--- src/rtl/wdog_pkg.sv ---
package wdog_pkg;
  localparam int REG_W = 8;
  localparam logic [REG_W-1:0] A_OUTCTL = 8'hF0;
  localparam logic [REG_W-1:0] A_CFG    = 8'hF5;
  localparam logic [REG_W-1:0] A_TIME   = 8'hF6;

  localparam int B_STS = 6;
  localparam int B_EN  = 5;
  localparam int B_PLS = 4;
  localparam int B_MIN = 3;
  localparam int B_OE  = 7;

  typedef struct packed {
    logic       en;
    logic       pulse;
    logic       minutes;
    logic [1:0] pw;
  } cfg_t;
endpackage

--- src/rtl/wdog_regs.sv ---
module wdog_regs
  import wdog_pkg::*;
(
  input  logic             clk,
  input  logic             rst,
  input  logic             wr_en,
  input  logic             rd_en,
  input  logic [REG_W-1:0] addr,
  input  logic [REG_W-1:0] wdata,
  input  logic             fire_i,
  output cfg_t             cfg_o,
  output logic             oe_o,
  output logic [REG_W-1:0] time_o,
  output logic             reload_o,
  output logic             sts_o,
  output logic [REG_W-1:0] rdata_o
);
  logic wr_cfg, wr_out, clr_sts;

  assign wr_cfg   = wr_en && (addr == A_CFG);
  assign wr_out   = wr_en && (addr == A_OUTCTL);
  assign reload_o = wr_en && (addr == A_TIME);
  assign clr_sts  = wr_cfg && wdata[B_STS];

  always_ff @(posedge clk) begin
    if (rst) begin
      cfg_o  <= '0;
      oe_o   <= 1'b0;
      time_o <= '0;
      sts_o  <= 1'b0;
    end else begin
      if (wr_cfg) begin
        cfg_o.en      <= wdata[B_EN];
        cfg_o.pulse   <= wdata[B_PLS];
        cfg_o.minutes <= wdata[B_MIN];
        cfg_o.pw      <= wdata[1:0];
      end
      if (wr_out)   oe_o   <= wdata[B_OE];
      if (reload_o) time_o <= wdata;
      if (fire_i)       sts_o <= 1'b1;
      else if (clr_sts) sts_o <= 1'b0;
    end
  end

  always_ff @(posedge clk) begin
    if (rst) begin
      rdata_o <= '0;
    end else if (rd_en) begin
      case (addr)
        A_CFG:    rdata_o <= {1'b0, sts_o, cfg_o.en, cfg_o.pulse, cfg_o.minutes, 1'b0, cfg_o.pw};
        A_TIME:   rdata_o <= time_o;
        A_OUTCTL: rdata_o <= {oe_o, 7'b0};
        default:  rdata_o <= '0;
      endcase
    end
  end

  // status is sticky unless a one is written to its bit
  assert_sticky_R11: assert property (@(posedge clk) disable iff (rst)
    (sts_o && !clr_sts) |=> sts_o);
endmodule

--- src/rtl/wdog_prescale.sv ---
module wdog_prescale #(
  parameter int TICKS_PER_SEC = 1000,
  parameter int SECS_PER_MIN  = 60
) (
  input  logic clk,
  input  logic rst,
  input  logic tick,
  input  logic run,
  input  logic restart,
  input  logic minutes,
  output logic unit_pulse
);
  localparam int MSW = (TICKS_PER_SEC > 1) ? $clog2(TICKS_PER_SEC) : 1;
  localparam int SSW = (SECS_PER_MIN > 1) ? $clog2(SECS_PER_MIN) : 1;
  localparam logic [MSW-1:0] MS_LAST = MSW'(TICKS_PER_SEC - 1);
  localparam logic [SSW-1:0] S_LAST  = SSW'(SECS_PER_MIN - 1);

  logic [MSW-1:0] ms_cnt;
  logic [SSW-1:0] s_cnt;
  logic sec_p, min_p;

  assign sec_p = run && tick && (ms_cnt == MS_LAST);
  assign min_p = sec_p && (s_cnt == S_LAST);
  assign unit_pulse = minutes ? min_p : sec_p;

  always_ff @(posedge clk) begin
    if (rst || restart || !run) begin
      ms_cnt <= '0;
      s_cnt  <= '0;
    end else if (tick) begin
      ms_cnt <= (ms_cnt == MS_LAST) ? '0 : ms_cnt + 1'b1;
      if (sec_p) s_cnt <= (s_cnt == S_LAST) ? '0 : s_cnt + 1'b1;
    end
  end

  // millisecond prescaler never leaves its range
  assert_ms_range_R3: assert property (@(posedge clk) disable iff (rst)
    ms_cnt <= MS_LAST);
  // second prescaler never leaves its range
  assert_s_range_R4: assert property (@(posedge clk) disable iff (rst)
    s_cnt <= S_LAST);
endmodule

--- src/rtl/wdog_count.sv ---
module wdog_count #(
  parameter int CW = 8
) (
  input  logic          clk,
  input  logic          rst,
  input  logic          run,
  input  logic          reload,
  input  logic [CW-1:0] load_val,
  input  logic          unit_pulse,
  output logic          fire,
  output logic          fired
);
  logic [CW-1:0] cnt;

  assign fire = run && !fired && !reload && (cnt == '0);

  always_ff @(posedge clk) begin
    if (rst) begin
      cnt   <= '0;
      fired <= 1'b0;
    end else begin
      if (reload)                              cnt <= load_val;
      else if (run && unit_pulse && cnt != '0) cnt <= cnt - 1'b1;
      if (!run)      fired <= 1'b0;
      else if (fire) fired <= 1'b1;
    end
  end

  // an expiry latch only rises while the timer runs
  assert_fired_needs_run_R6: assert property (@(posedge clk) disable iff (rst)
    $rose(fired) |-> $past(run));
endmodule

--- src/rtl/wdog_outgen.sv ---
module wdog_outgen #(
  parameter int PW0 = 1,
  parameter int PW1 = 25,
  parameter int PW2 = 125,
  parameter int PW3 = 5000
) (
  input  logic       clk,
  input  logic       rst,
  input  logic       tick,
  input  logic       run,
  input  logic       fire,
  input  logic       pulse_mode,
  input  logic [1:0] pw_code,
  input  logic       oe,
  output logic       rst_n
);
  localparam int M01 = (PW0 > PW1) ? PW0 : PW1;
  localparam int M23 = (PW2 > PW3) ? PW2 : PW3;
  localparam int PMAX = (M01 > M23) ? M01 : M23;
  localparam int PCW = $clog2(PMAX + 1);

  logic lvl_hold, p_act;
  logic [PCW-1:0] pcnt, width;

  always_comb begin
    case (pw_code)
      2'd0:    width = PCW'(PW0);
      2'd1:    width = PCW'(PW1);
      2'd2:    width = PCW'(PW2);
      default: width = PCW'(PW3);
    endcase
  end

  always_ff @(posedge clk) begin
    if (rst) begin
      lvl_hold <= 1'b0;
      p_act    <= 1'b0;
      pcnt     <= '0;
      rst_n    <= 1'b1;
    end else begin
      if (!run)                     lvl_hold <= 1'b0;
      else if (fire && !pulse_mode) lvl_hold <= 1'b1;
      if (fire && pulse_mode) begin
        p_act <= 1'b1;
        pcnt  <= width;
      end else if (p_act && tick) begin
        if (pcnt == PCW'(1)) begin
          p_act <= 1'b0;
          pcnt  <= '0;
        end else begin
          pcnt <= pcnt - 1'b1;
        end
      end
      rst_n <= !((lvl_hold || p_act) && oe);
    end
  end

  // disabled output never drives the reset request
  assert_oe_gate_R10: assert property (@(posedge clk) disable iff (rst)
    !oe |=> rst_n);
  // level hold persists while the timer keeps running
  assert_level_hold_R8: assert property (@(posedge clk) disable iff (rst)
    (lvl_hold && run) |=> lvl_hold);
  // an active pulse always has time left
  assert_pulse_live_R9: assert property (@(posedge clk) disable iff (rst)
    p_act |-> (pcnt != '0));
endmodule

--- src/rtl/wdog_rst_gen.sv ---
module wdog_rst_gen
  import wdog_pkg::*;
#(
  parameter int TICKS_PER_SEC = 1000,
  parameter int SECS_PER_MIN  = 60,
  parameter int PW0 = 1,
  parameter int PW1 = 25,
  parameter int PW2 = 125,
  parameter int PW3 = 5000
) (
  input  logic       clk,
  input  logic       rst,
  input  logic       tick_ms,
  input  logic       dev_en,
  input  logic       wr_en,
  input  logic       rd_en,
  input  logic [7:0] addr,
  input  logic [7:0] wdata,
  output logic [7:0] rdata,
  output logic       rst_out_n
);
  cfg_t cfg;
  logic oe, reload, sts, run, unit_pulse, fire, fired;
  logic [REG_W-1:0] time_val;

  assign run = dev_en && cfg.en;

  wdog_regs u_regs (
    .clk(clk), .rst(rst), .wr_en(wr_en), .rd_en(rd_en), .addr(addr),
    .wdata(wdata), .fire_i(fire), .cfg_o(cfg), .oe_o(oe), .time_o(time_val),
    .reload_o(reload), .sts_o(sts), .rdata_o(rdata)
  );

  wdog_prescale #(.TICKS_PER_SEC(TICKS_PER_SEC), .SECS_PER_MIN(SECS_PER_MIN)) u_pre (
    .clk(clk), .rst(rst), .tick(tick_ms), .run(run), .restart(reload),
    .minutes(cfg.minutes), .unit_pulse(unit_pulse)
  );

  wdog_count #(.CW(REG_W)) u_cnt (
    .clk(clk), .rst(rst), .run(run), .reload(reload), .load_val(wdata),
    .unit_pulse(unit_pulse), .fire(fire), .fired(fired)
  );

  wdog_outgen #(.PW0(PW0), .PW1(PW1), .PW2(PW2), .PW3(PW3)) u_out (
    .clk(clk), .rst(rst), .tick(tick_ms), .run(run), .fire(fire),
    .pulse_mode(cfg.pulse), .pw_code(cfg.pw), .oe(oe), .rst_n(rst_out_n)
  );

  // the status flag only rises while the timer is running
  assert_sts_source_R11: assert property (@(posedge clk) disable iff (rst)
    $rose(sts) |-> $past(run));
  // after an expiry the latch is held unless the timer stopped
  assert_fired_state_R7: assert property (@(posedge clk) disable iff (rst)
    (fired && run) |=> fired);
  // time register follows the last keepalive write
  assert_time_reg_R2: assert property (@(posedge clk) disable iff (rst)
    reload |=> (time_val == $past(wdata)));
endmodule

--- config.mk ---
export PLATFORM = sky130hd
export DESIGN_NAME = wdog_rst_gen
export DESIGN_NICKNAME = d
export VERILOG_FILES = /design/src/rtl/wdog_pkg.sv /design/src/rtl/wdog_regs.sv /design/src/rtl/wdog_prescale.sv /design/src/rtl/wdog_count.sv /design/src/rtl/wdog_outgen.sv /design/src/rtl/wdog_rst_gen.sv
export SDC_FILE = /design/constraint.sdc
export NUM_CORES = 1
export LEC_CHECK = 0
export BUFFER_PORTS_ARGS = -buffer_cell sky130_fd_sc_hd__buf_2
export CAP_MARGIN = 10
export CORE_MARGIN = 5
export CORE_UTILIZATION = 45
export DETAILED_ROUTE_END_ITERATION = 8
export HOLD_SLACK_MARGIN = 0.1
export PLACE_DENSITY = 0.66
export SLEW_MARGIN = 20
export SYNTH_ARGS = -nofsm -noshare
export SYNTH_HDL_FRONTEND = slang
export SYNTH_HIERARCHICAL = 1
export SYNTH_SLANG_ARGS = --single-unit
--- constraint.sdc ---
create_clock -name clk -period 2.5 [get_ports clk]
set_input_delay 0.125 -clock clk [delete_from_list [all_inputs] [get_ports clk]]
set_output_delay 0.125 -clock clk [all_outputs]
set_load 0.02 [all_outputs]
==> out/summary.txt <==
Final period utilization: 90.91%
Sequential Power Share: 44.2%
Max-cap violations: 0
Simple-gate share of the synthesized area: 31.04%
Synth unique cells: 70
Routability-driven placement congestion ratio: 0.8689
Die area: 9480 sq um
Worst Tran Pin Value: 0.4682 ns
Fmax: 440.0 MHz
XOR/XNOR Fraction of Synth Area: 3.315%
Drt wl/cell: 14.91 um
Total number of H-tree levels: 3
Tot GR Track Use: 17.29%
Rel. slew slack: 68.58%
CTS Buffer Depth: 2
TritonCTS Buffers: 9
Die W: 97.37 um
CTS tree: yes
Root Driver: clkbuf_8
Iteration-0 DRC Markers: 121
Drt pass-1 iters: 5
Detailed placement HPWL: 5762 um
Synth Area in Compound Gates: 17.92%
Critical Path AT: 2.52 ns
Antenna Nets Post-Route: 0
RSZ-0062 raised after global routing: false
Clock power share: 51.6%
Final std cell area, no fill: 4109 sq um
Clock slew at reported path FFs: 0.07 ns
Register area share after synthesis: 37.30%
CP Launch Type: flop
Post-CTS Setup Bufs: 0
Leakage power: 1.540 nW
CTS sink cnt: 64
DR DRC count: 0
Via count: 3,020
NetSw: 459.6 uW
Layout Nets: 465
Critical path class: reg -> reg
Post-Syn Area: 3435 sq um
GRT Residual Overflow: 0
Hold crit path type: in -> reg
Yosys synthesis warning count: 6
Chip Height: 97.37 um
Mux contribution to synthesized area: 4.372%
Syn nets: 412
Avg Inst Size Synth: 9.015 sq um
# rows: 31
PortBufs: 30
Status: finished clean
Core Util, Final: 56.05%
Critical Path RT: 2.75 ns
Post-route minimum period: 2.273 ns
Async SR Flop Fraction: 0%
Fin. max-slew vios: 0
DR vias/cell: 5.624
Area Overhead vs Synth: 19.64%
# diodes: 0
Post-Synthesis Cells: 381
Final setup violation count: 0
Dpl cell area: 3772 sq um
Combinational power share: 4.2%
Largest net degree at the start of global routing: 36
Final setup TNS: 0 ns
Ports: 31
Initial core utilization: 46.85%
Core Box Area: 7331 sq um
Clk_skew: 0.01246 ns
Final hold vios: 0
Switching Share: 19.92%
Ys flop type: dfxtp_1
Worst IR drop on VDD: 0.3391 mV
Yosys reg bits: 64
Power Internal: 1.848 mW
Clock latency on the worst-skew pair: 0.34 ns
EDFF count, synth: 0
Vias in the first global route: 2,948
Initial antenna violation count: 0
Share of cells above drive strength 1: 19.18%
Largest family of logic cells by synthesized area: simple AND/OR/NAND/NOR gates
Worst setup EP type: flop
Power Density: 561.5 nW/um^2
First-pass GRT wire length: 13,740 um
Worst-path maximum fanout: 5
Adder-cell share of the synthesized area: 3.279%
Final WL: 8009 um
==> logic make-up (layout without fill, tap and decap cells) <==
logic type / after synthesis / count (layout)
buffers and inverters: 22 / 79
multiplexers: 15 / 15
flip-flops: 64 / 64
AND/OR/NAND/NOR: 171 / 171
adder cells (fa/ha/maj): 9 / 9
XOR/XNOR: 13 / 13
AO/OA/AOI/OAI: 87 / 87
==> cell usage after synthesis, types with 4 or more instances <==
master | number | area (sq um)
nand2_1 | 26 | 97.59
a21oi_1 | 17 | 85.08
inv_1 | 12 | 45.04
xor2_1 | 5 | 43.79
o31ai_1 | 6 | 45.04
mux2i_1 | 15 | 150.1
a31oi_1 | 7 | 43.79
nand4_1 | 6 | 37.54
ha_1 | 9 | 112.6
or3_1 | 11 | 68.82
nand2b_1 | 24 | 150.1
o21ai_0 | 10 | 50.05
and2_1 | 4 | 25.02
a22o_1 | 12 | 105.1
nor2_1 | 27 | 101.4
nand3_1 | 20 | 100.1
or4_1 | 6 | 45.04
a211oi_1 | 5 | 37.54
nor3_1 | 6 | 30.03
dfxtp_1 | 64 | 1281
clkbuf_1 | 6 | 22.52
xnor2_1 | 8 | 70.07
nor3b_1 | 5 | 37.54
==> sequential cells by signal, indices dropped and copies added (netlist names), 5 cells and up <==
| signal | count |
|---|---|
| u_out/pcnt | 13 |
| u_pre/ms_cnt | 10 |
| u_cnt/cnt | 8 |
| u_regs/rdata_o | 8 |
| u_regs/time_o | 8 |
| u_pre/s_cnt | 6 |
| u_regs/cfg_o | 5 |
==> final timing paths <==
kind | start | to | slack [ns] | depth (start not counted)
max | u_pre/ms_cnt[1] | u_cnt/cnt[5] | 0.23 | 8
min reg2reg | u_regs/rdata_o[2] | u_regs/rdata_o[2] | 0.47 | 2
max reg2reg | u_pre/ms_cnt[1] | u_cnt/cnt[5] | 0.23 | 8
min | wdata[1] | u_regs/time_o[1] | 0.12 | 3
==> power by group through the flow <==
stage / registers [mW] / clock network (mW) / logic (mW)
after global routing: 1.02 / 1.27 / 0.104
after CTS: 1.02 / 1.22 / 0.0949
after floorplan: 1.04 / 0 / 0.0441
after global placement: 1.04 / 0 / 0.0853
final: 1.02 / 1.19 / 0.0958
after detailed placement: 1.04 / 0 / 0.0862
==> worst max-delay path, stage by stage, from the launching register on <==
cell and delay (ns):
dfxtp_1 0.40, ha_1 0.21, nand4bb_1 0.15, nor3_2 0.17
o21a_1 0.18, nand2_1 0.12, or3_1 0.33, or4_1 0.40
a311oi_1 0.25
==> layout make-up <==
class                           count  area, sq um
Clock inverter                      5        128.9
Multi-Input combinational cell    295         2063
Tap cell                           99        123.9
Clock buffer                       10        137.6
Timing Repair Buffer               51        325.3
Sequential cell                    64         1281
Fill cell                         641         3222
Inverter                           13        48.80
==> repair_timing <==
item | in CTS | in global routing
resized for setup | 0 | 0
endpoints found under the setup margin | 0 | 0
hold endpoints to repair | 13 | 0
hold buffers | 7 | 0
==> cell usage in the layout, fill, tap and decap left out, types with 4 or more instances in the layout <==
master / n
a21oi_1: 17
nor2_1: 27
dfxtp_1: 64
xor2_1: 5
o31ai_1: 6
or3_1: 11
inv_1: 12
o21ai_0: 10
nand2_1: 26
and2_1: 4
a31oi_1: 7
xnor2_1: 8
nor3_1: 5
a211oi_1: 5
mux2i_1: 15
nand3_1: 20
bufinv_16: 4
clkbuf_8: 10
nor3b_1: 5
dlygate4sd3_1: 7
buf_4: 14
nand2b_1: 24
a22o_1: 12
ha_1: 9
nand4_1: 6
or4_1: 6
buf_2: 30
==> metal layers <==
metal | global-route usage [%] | wire [um] | up-vias
li1 | - | - | 1537
met1 | 21.31 | 3650 | 1403
met2 | 28.62 | 3873 | 67
met3 | 5.456 | 317 | 13
met4 | 5.538 | 167 | 0
met5 | 0 | 0 | -
==> metrics by stage <==
stage | cells | total power [mW] | hold WS (ns) | setup slack, ns
after detailed placement | 515 | 1.130 | 0.3884 | 0.2236
after CTS | 537 | 2.331 | 0.1091 | 0.2233
after global placement | 515 | 1.129 | 0.3927 | 0.3198
final | 537 | 2.307 | 0.1177 | 0.2272
after global routing | 537 | 2.390 | 0.1039 | 0.04861
after floorplan | 381 | 1.087 | 0.2338 | 0.05479
No activity file was read; power rests on OpenSTA's default activity.
